**src/rtl/mmbus_pkg.sv**
```systemverilog
package mmbus_pkg;

    localparam int ADDR_W    = 20;
    localparam int DATA_W    = 16;
    localparam int IO_ADDR_W = 16;
    localparam int LANE_W    = 8;

    typedef enum logic [2:0] {
        ST_IDLE = 3'd0,
        ST_T1   = 3'd1,
        ST_T2   = 3'd2,
        ST_T3   = 3'd3,
        ST_TW   = 3'd4,
        ST_T4   = 3'd5
    } bus_state_e;

    typedef struct packed {
        logic [ADDR_W-1:0] addr;
        logic              write;
        logic              io;
        logic              word;
        logic [DATA_W-1:0] wdata;
    } bus_req_t;

    function automatic logic strobe_phase(input bus_state_e s);
        return (s == ST_T2) || (s == ST_T3) || (s == ST_TW);
    endfunction

    function automatic logic data_phase(input bus_state_e s);
        return strobe_phase(s) || (s == ST_T4);
    endfunction

endpackage

```
**src/rtl/mmbus_seq.sv**
```systemverilog
module mmbus_seq
    import mmbus_pkg::*;
(
    input  logic       clk,
    input  logic       rst,
    input  logic       start,
    input  logic       ready,
    output bus_state_e state
);

    bus_state_e state_q;
    bus_state_e state_d;

    always_comb begin
        state_d = state_q;
        unique case (state_q)
            ST_IDLE: if (start) state_d = ST_T1;
            ST_T1:   state_d = ST_T2;
            ST_T2:   state_d = ST_T3;
            ST_T3:   state_d = ready ? ST_T4 : ST_TW;
            ST_TW:   state_d = ready ? ST_T4 : ST_TW;
            ST_T4:   state_d = ST_IDLE;
            default: state_d = ST_IDLE;
        endcase
    end

    always_ff @(posedge clk) begin
        if (rst) state_q <= ST_IDLE;
        else     state_q <= state_d;
    end

    assign state = state_q;

endmodule

```
**src/rtl/mmbus_lane.sv**
```systemverilog
module mmbus_lane #(
    parameter int AW  = 20,
    parameter int DW  = 16,
    parameter int IOW = 16,
    parameter int LW  = 8
) (
    input  logic [AW-1:0] addr,
    input  logic          io,
    input  logic          word,
    input  logic [DW-1:0] wdata,
    input  logic [DW-1:0] bus_din,
    output logic [AW-1:0] addr_drv,
    output logic          bhe_n,
    output logic [DW-1:0] wbus,
    output logic [DW-1:0] rdata
);

    localparam int NLANE = DW / LW;

    always_comb begin
        addr_drv = addr;
        if (io)   addr_drv[AW-1:IOW] = '0;
        if (word) addr_drv[0] = 1'b0;
    end

    assign bhe_n = word ? 1'b0 : ~addr[0];

    for (genvar g = 0; g < NLANE; g++) begin : g_wlane
        assign wbus[g*LW +: LW] = word ? wdata[g*LW +: LW] : wdata[LW-1:0];
    end

    always_comb begin
        rdata = '0;
        if (word)         rdata = bus_din;
        else if (addr[0]) rdata[LW-1:0] = bus_din[LW +: LW];
        else              rdata[LW-1:0] = bus_din[LW-1:0];
    end

endmodule

```
**src/rtl/mmbus_latch.sv**
```systemverilog
module mmbus_latch #(
    parameter int AW = 20
) (
    input  logic          clk,
    input  logic          rst,
    input  logic          le,
    input  logic [AW-1:0] d,
    output logic [AW-1:0] q
);

    always_ff @(posedge clk) begin
        if (rst)     q <= '0;
        else if (le) q <= d;
    end

endmodule

```
**src/rtl/mmbus_cycle_ctrl.sv**
```systemverilog
module mmbus_cycle_ctrl
    import mmbus_pkg::*;
(
    input  logic              clk,
    input  logic              rst,
    input  logic              req_valid,
    input  logic [ADDR_W-1:0] req_addr,
    input  logic              req_write,
    input  logic              req_io,
    input  logic              req_word,
    input  logic [DATA_W-1:0] req_wdata,
    input  logic              ready,
    input  logic [DATA_W-1:0] bus_din,
    output logic              busy,
    output logic              done,
    output logic [DATA_W-1:0] rsp_rdata,
    output logic              ale,
    output logic              io_sel,
    output logic              bhe_n,
    output logic [ADDR_W-1:0] ad_out,
    output logic              ad_oe,
    output logic              rd_n,
    output logic              wr_n,
    output logic [ADDR_W-1:0] latched_addr
);

    localparam int PAD_W = ADDR_W - DATA_W;

    bus_state_e        state;
    bus_req_t          req_q;
    logic              accept;
    logic [ADDR_W-1:0] addr_drv;
    logic              lane_bhe_n;
    logic [DATA_W-1:0] wbus;
    logic [DATA_W-1:0] rd_steer;
    logic              done_q;
    logic [DATA_W-1:0] rdata_q;
    logic              strobe;
    logic              wdrive;

    assign accept = req_valid && (state == ST_IDLE);

    mmbus_seq u_seq (
        .clk   (clk),
        .rst   (rst),
        .start (accept),
        .ready (ready),
        .state (state)
    );

    mmbus_lane #(
        .AW  (ADDR_W),
        .DW  (DATA_W),
        .IOW (IO_ADDR_W),
        .LW  (LANE_W)
    ) u_lane (
        .addr     (req_q.addr),
        .io       (req_q.io),
        .word     (req_q.word),
        .wdata    (req_q.wdata),
        .bus_din  (bus_din),
        .addr_drv (addr_drv),
        .bhe_n    (lane_bhe_n),
        .wbus     (wbus),
        .rdata    (rd_steer)
    );

    mmbus_latch #(.AW(ADDR_W)) u_latch (
        .clk (clk),
        .rst (rst),
        .le  (ale),
        .d   (ad_out),
        .q   (latched_addr)
    );

    always_ff @(posedge clk) begin
        if (rst) begin
            req_q   <= '0;
            done_q  <= 1'b0;
            rdata_q <= '0;
        end else begin
            if (accept) begin
                req_q.addr  <= req_addr;
                req_q.write <= req_write;
                req_q.io    <= req_io;
                req_q.word  <= req_word;
                req_q.wdata <= req_wdata;
            end
            done_q <= (state == ST_T4);
            if (state == ST_T4 && !req_q.write) rdata_q <= rd_steer;
        end
    end

    assign busy   = (state != ST_IDLE);
    assign ale    = (state == ST_T1);
    assign strobe = strobe_phase(state);
    assign wdrive = req_q.write && data_phase(state);
    assign rd_n   = !(strobe && !req_q.write);
    assign wr_n   = !(strobe && req_q.write);
    assign ad_oe  = ale || wdrive;
    assign io_sel = busy && req_q.io;
    assign bhe_n  = busy ? lane_bhe_n : 1'b1;

    always_comb begin
        if (ale)         ad_out = addr_drv;
        else if (wdrive) ad_out = {{PAD_W{1'b0}}, wbus};
        else             ad_out = '0;
    end

    assign done      = done_q;
    assign rsp_rdata = rdata_q;

endmodule

```
**config.mk**
```make
export PLATFORM = sky130hd
export DESIGN_NAME = mmbus_cycle_ctrl
export DESIGN_NICKNAME = d
export VERILOG_FILES = /design/src/rtl/mmbus_pkg.sv /design/src/rtl/mmbus_seq.sv /design/src/rtl/mmbus_lane.sv /design/src/rtl/mmbus_latch.sv /design/src/rtl/mmbus_cycle_ctrl.sv
export SDC_FILE = /design/constraint.sdc
export NUM_CORES = 1
export LEC_CHECK = 0
export ABC_AREA = 1
export ABC_CLOCK_PERIOD_IN_PS = 1270
export CAP_MARGIN = 30
export CORE_MARGIN = 10
export CORE_UTILIZATION = 35
export DETAILED_ROUTE_END_ITERATION = 7
export DONT_BUFFER_PORTS = 1
export PLACE_DENSITY_LB_ADDON = 0.25
export SYNTH_ARGS = -nofsm -noshare
export SYNTH_HDL_FRONTEND = slang
export SYNTH_SLANG_ARGS = --single-unit
```
**constraint.sdc**
```tcl
create_clock -name clk -period 1.27 [get_ports clk]
set_input_delay 0.0635 -clock clk [delete_from_list [all_inputs] [get_ports clk]]
set_output_delay 0.0635 -clock clk [all_outputs]
set_load 0.05 [all_outputs]
```
# == After elaboration in Yosys (flattened, before gate mapping) ==
# Index checks and enable logic that the tools add are counted.
# word_totals
reg_bits,79
out_inout_bits,64
# classes
muxes,13
n_eq_ne,6
reduce_logical,16
bitwise_logic,1
# op_table
operator,n
$mux 8,4
$mux 20,1
$mux 16,1
$pmux 3 s4,1
$eq 3x2->1 const B,2
$eq 3x3->1 const B,2
$logic_and 1x1->1,6
$logic_or 1x1->1,4
$mux 1,4
$mux 4,1
$eq 3x1->1 const B,1
$logic_not 1->1,3
$logic_not 3->1,1
$mux 3,1
$reduce_bool 3->1,1
$ne 2x2->1 const B,1
$reduce_or 2->1,1
$not 1->1,1

# == Depth between registers and ports, before layout ==
# depth
word_depth,7
mapped_depth,8
mapped_depth_nobuf,7

# == Hierarchy ==
# Synthesis repeated with hierarchy kept, for this count alone.
# hier_totals
cells_unflattened,686
hier_area_um2,4231.6
# modules_own_cells
mod,n_inst,seq_area_each_um2,cells_per_inst,area_per_inst_um2
mmbus_cycle_ctrl,1,1121.1,433,2695.1
mmbus_latch,1,400.4,127,834.6
mmbus_lane,1,0.0,103,551.8
mmbus_seq,1,60.1,23,150.1

# == Worst setup path after synthesis ==
# Ideal clock, no wire load.
# synth_path
path_kind,reg-to-output
startpoint,"register u_seq.state_q[2], in the netlist u_seq.state[2]"
endpoint,output port ad_out[8]
path_buffers,1
path_stages_with_launch,8
t_arrival_ns,1.860
path_slack_ns,-0.653
cell_sequence,dfxtp_1 > nor2_1 > inv_1 > nand3_1 > nand2_2 > buf_4 > nand2_1 > nand2_1
# synth_via
elab_chain_len,7
word_cells_on_any_way,11
classes_between,eq/ne (5); mux (2); reduce/logical (4)
# synth_rtl
item,line_no,text
"start, declared",mmbus_seq.sv:11,bus_state_e state_q;
"start signal, assigned",mmbus_seq.sv:29,else state_q <= state_d;
$eq 3x2->1,mmbus_pkg.sv:26,return (s == ST_T2) || (s == ST_T3) || (s == ST_TW);
$logic_or 1x1->1 (2 in series),mmbus_pkg.sv:26,
$logic_or 1x1->1,mmbus_pkg.sv:30,return strobe_phase(s) || (s == ST_T4);
$logic_and 1x1->1,mmbus_cycle_ctrl.sv:97,assign wdrive = req_q.write && data_phase(state);
$mux 16,mmbus_cycle_ctrl.sv:106,"else if (wdrive) ad_out = {{PAD_W{1'b0}}, wbus};"
$mux 20 (*),mmbus_cycle_ctrl.sv:105,if (ale) ad_out = addr_drv;
"end, declared",mmbus_cycle_ctrl.sv:20,"output logic [ADDR_W-1:0] ad_out,"
# Mark *: on every way between the ends. The rest lies on a longest branch, timed or not.

# == Worst setup path in the final report ==
# layout_path
startpoint,"register u_seq.state_q[2], in the netlist u_seq.state[2]"
endpoint,output port ad_out[19]
# layout_via
elab_chain_len,2
# layout_rtl
item,line_no,text
$eq 3x1->1,mmbus_cycle_ctrl.sv:95,assign ale = (state == ST_T1);
$mux 20,mmbus_cycle_ctrl.sv:105,
# Every way passes these cells.

==> flow_summary.toml <==
[finish]
multi_input_area_um2 = 1805
finalInstanceArea_um2 = 5793
final_cells = 880
nFillCells = 987
nets = 798
drive_gt1_share_pct = 21.24
regArea_um2 = 1592
fin_util_pct = 55.86
antenna_cells = 0
area_delta_synth_final_pct = 55.01

[power_and_ir_drop]
switching_share_pct = 33.08
power.share.clock_pct = 31.3
combPwrFrac_pct = 30.7
ir_worst_vdd_mv = 0.6642
intPower_mw = 4.963
power.total_mw = 7.417
power_density_nw_per_um2 = 1280
p_sw_mw = 2.453
seq_power_share_pct = 38.1
p_leak_nw = 2.965

[route]
dr.pass1.iters = 4
via_count = 3899
post_drt_wl_per_cell_um = 14.27
viasPerCell = 4.431
drc = 0
postRouteWirelength_um = 12560
drt_iter0_markers = 197
ant_nets = 0

[run_status]
status = "finished, violations left"
failed_checks = "negative setup slack"

[critical_path]
path_class = "reg -> out"
critPathLaunchType = "flip-flop"
timing.rr.start = "u_seq.state[1]$_SDFFE_PP0P_"
r2r-end = "req_q[0]$_SDFFE_PP0P_"
cp_slowest_stage_delay_ns = 0.37
required_ns = 1.21
reg2reg_slack_ns = -0.19
end_kind = "output pin"
crit_fanout = 5
startpoint = "u_seq.state[2]$_SDFFE_PP0P_"
cp_cell_sequence = "buf_6, nor2_4, buf_8, nand3_4, clkinvlp_4"
r2r_cells = 11
arrival_ns = 1.52
worst_path_max_delay_cell = "dfxtp_4"

[floorplan]
core-area_um2 = 10370
fp.dieW_um = 123.3
die_h_um = 123.3
io_pins = 123
start_util_pct = 36.04
rows = 37
die_area_um2 = 15210

[sta]
timing.hold.ws_ns = 0.02162
max_freq_ghz = 0.6302
slew_viol_final = 0
setup_ws_ns = -0.3169
setup_violations = 66
max_slew_margin_pct = 67.07
finalHoldViolCount = 0
finClkSkew_ns = 0.007681
period_share_pct = 124.9
fin_crit_ns = 1.587
fin_setup_tns_ns = -11.12
rsz0062_at_grt = "yes"
worst_slew_pin_slew_ns = 0.4933

[yosys]
ys_top_cells_by_area = "dfxtp_1 42%, nand2_1 24%, inv_1 13%"
synth_nets = 674
synth_top_area_cell = "dfxtp_1"
syn_inst = 615
synth_cell_types = 21
syn-cell-area_um2 = 3737
avgSynthCellArea_um2 = 6.077
synth_seq_area_share_pct = 42.32
yosys_warnings = 0
synth_top_area_share_pct = 42.32
synth-seq-cells = 79

[placement]
hpwl_um = 8370
dp_cells = 790
port_buffers = 0
globalplace.congestion = 0.7779
place_ws_ns = -0.1064
place_area_um2 = 4526

[global_routing]
grt_max_degree = 41
grt.overflow.total = 0
grt_pass1_wl_um = 19460
grt_pass1_vias = 3948
antenna_found_initial = 0
grt_use_total_pct = 16.29

[worst_hold_path]
hold_start = "rst"
min_path_type = "in -> reg"
min_path_cells = 3
whs_endpoint = "rsp_rdata[12]$_SDFFE_PP0P_"

[cts]
clk_path_buf_depth = 2
h-tree-depth = 3
clockRootBuffer = "clkbuf_8"
clk_latency_ns = 0.35
cts_tree = "built"
clk_pin_slew_worst_paths_ns = 0.08
cts_buffers = 9
clock-sinks = 79

[job]
cap_violations = 0
[flip-flops by register name, summed over array words and instances, names as in the netlist]
signal,flops
req_q,39
u_seq.state,3
u_latch.q,20
done,1
rsp_rdata,16
[synth_stat cells]
| library cell | instances |
|---|---|
| nand2_1 | 236 |
| inv_1 | 130 |
| dfxtp_1 | 79 |
| nor2_1 | 76 |
| a21oi_1 | 22 |
| nand3_1 | 19 |
| o21ai_0 | 16 |
| buf_2 | 11 |
| clkbuf_1 | 8 |
| buf_1 | 4 |
| buf_4 | 3 |
| buf_6 | 2 |
| inv_2 | 1 |
| nand2_2 | 1 |
| nand3_2 | 1 |
| nor2_2 | 1 |
| nor2_4 | 1 |
| o211ai_1 | 1 |
| o21ai_1 | 1 |
| o21ai_2 | 1 |
| o21bai_1 | 1 |
[critical path: cells and delay by family, from the launching register on]
kind	cells	cell delay (ns)
and+or+nand+nor	2	0.27
DFF	1	0.37
buffers and inverters	3	0.53
[power by group through the flow]
| stage | logic (mW) | clock network [mW] | registers (mW) |
|---|---|---|---|
| final | 2.27 | 2.32 | 2.82 |
| after global routing | 2.49 | 2.45 | 2.85 |
| after CTS | 2.21 | 2.35 | 2.82 |
| after detailed placement | 1.74 | 0 | 2.87 |
| after global placement | 1.72 | 0 | 2.86 |
| after floorplan | 1.17 | 0 | 2.95 |
[worst max path at each step]
stage,end,cells after the start,slack [ns]
floorplan,ad_out[8],6,-0.08
global placement,rsp_rdata[3]$_SDFFE_PP0P_,6,-0.07
detailed placement,rsp_rdata[6]$_SDFFE_PP0P_,6,-0.11
CTS,ad_out[19],6,-0.33
global route,ad_out[15],6,-0.40
finish,ad_out[19],5,-0.32
[layer usage]
layer	vias to the layer above	part of all wire [%]	GRT usage (%)
met2	106	50	28.76
met3	21	5.6	4.011
li1	2019	-	-
met1	1753	42	18.26
met4	0	2.4	6.914
met5	-	0	0
[repair_timing]
| action | CTS | global route |
|---|---|---|
| pin swaps | 11 | 6 |
| buffers inserted | 7 | 2 |
| setup endpoints to repair | 48 | 100 |
| endpoints found under the hold margin | 79 | 0 |
| hold buffers | 57 | 0 |
| gates resized for setup | 46 | 19 |
| cloned | 3 | 4 |
[layout make-up]
cell class,count,area share (%)
inverter,131,8.812
clock inverter,5,1.793
sequential,79,27.47
timing repair buffer,140,25.38
tap,136,2.937
clock buffer,11,2.441
multi-input combinational,378,31.17
[logic make-up (layout without fill, tap and decap cells)]
kind of cell	Yosys count	in the layout	share of synthesized area (%)
AND/OR/NAND/NOR	335	336	34.78
buffers and inverters	159	287	17.04
flip-flops	79	79	42.32
AO/OA/AOI/OAI	42	42	5.859
[cell usage in the layout, fill, tap and decap left out, types with 9 or more instances in the layout]
cell type        n
nand2_1        209
inv_1          121
dfxtp_1         75
nor2_1          74
dlygate4sd3_1   57
buf_4           50
a21oi_1         19
buf_6           17
nand2_4         15
o21ai_0         14
nand3_1         12
nand2_2         12
clkbuf_8        10
buf_12           9
(Power assumes the default switching activity.)
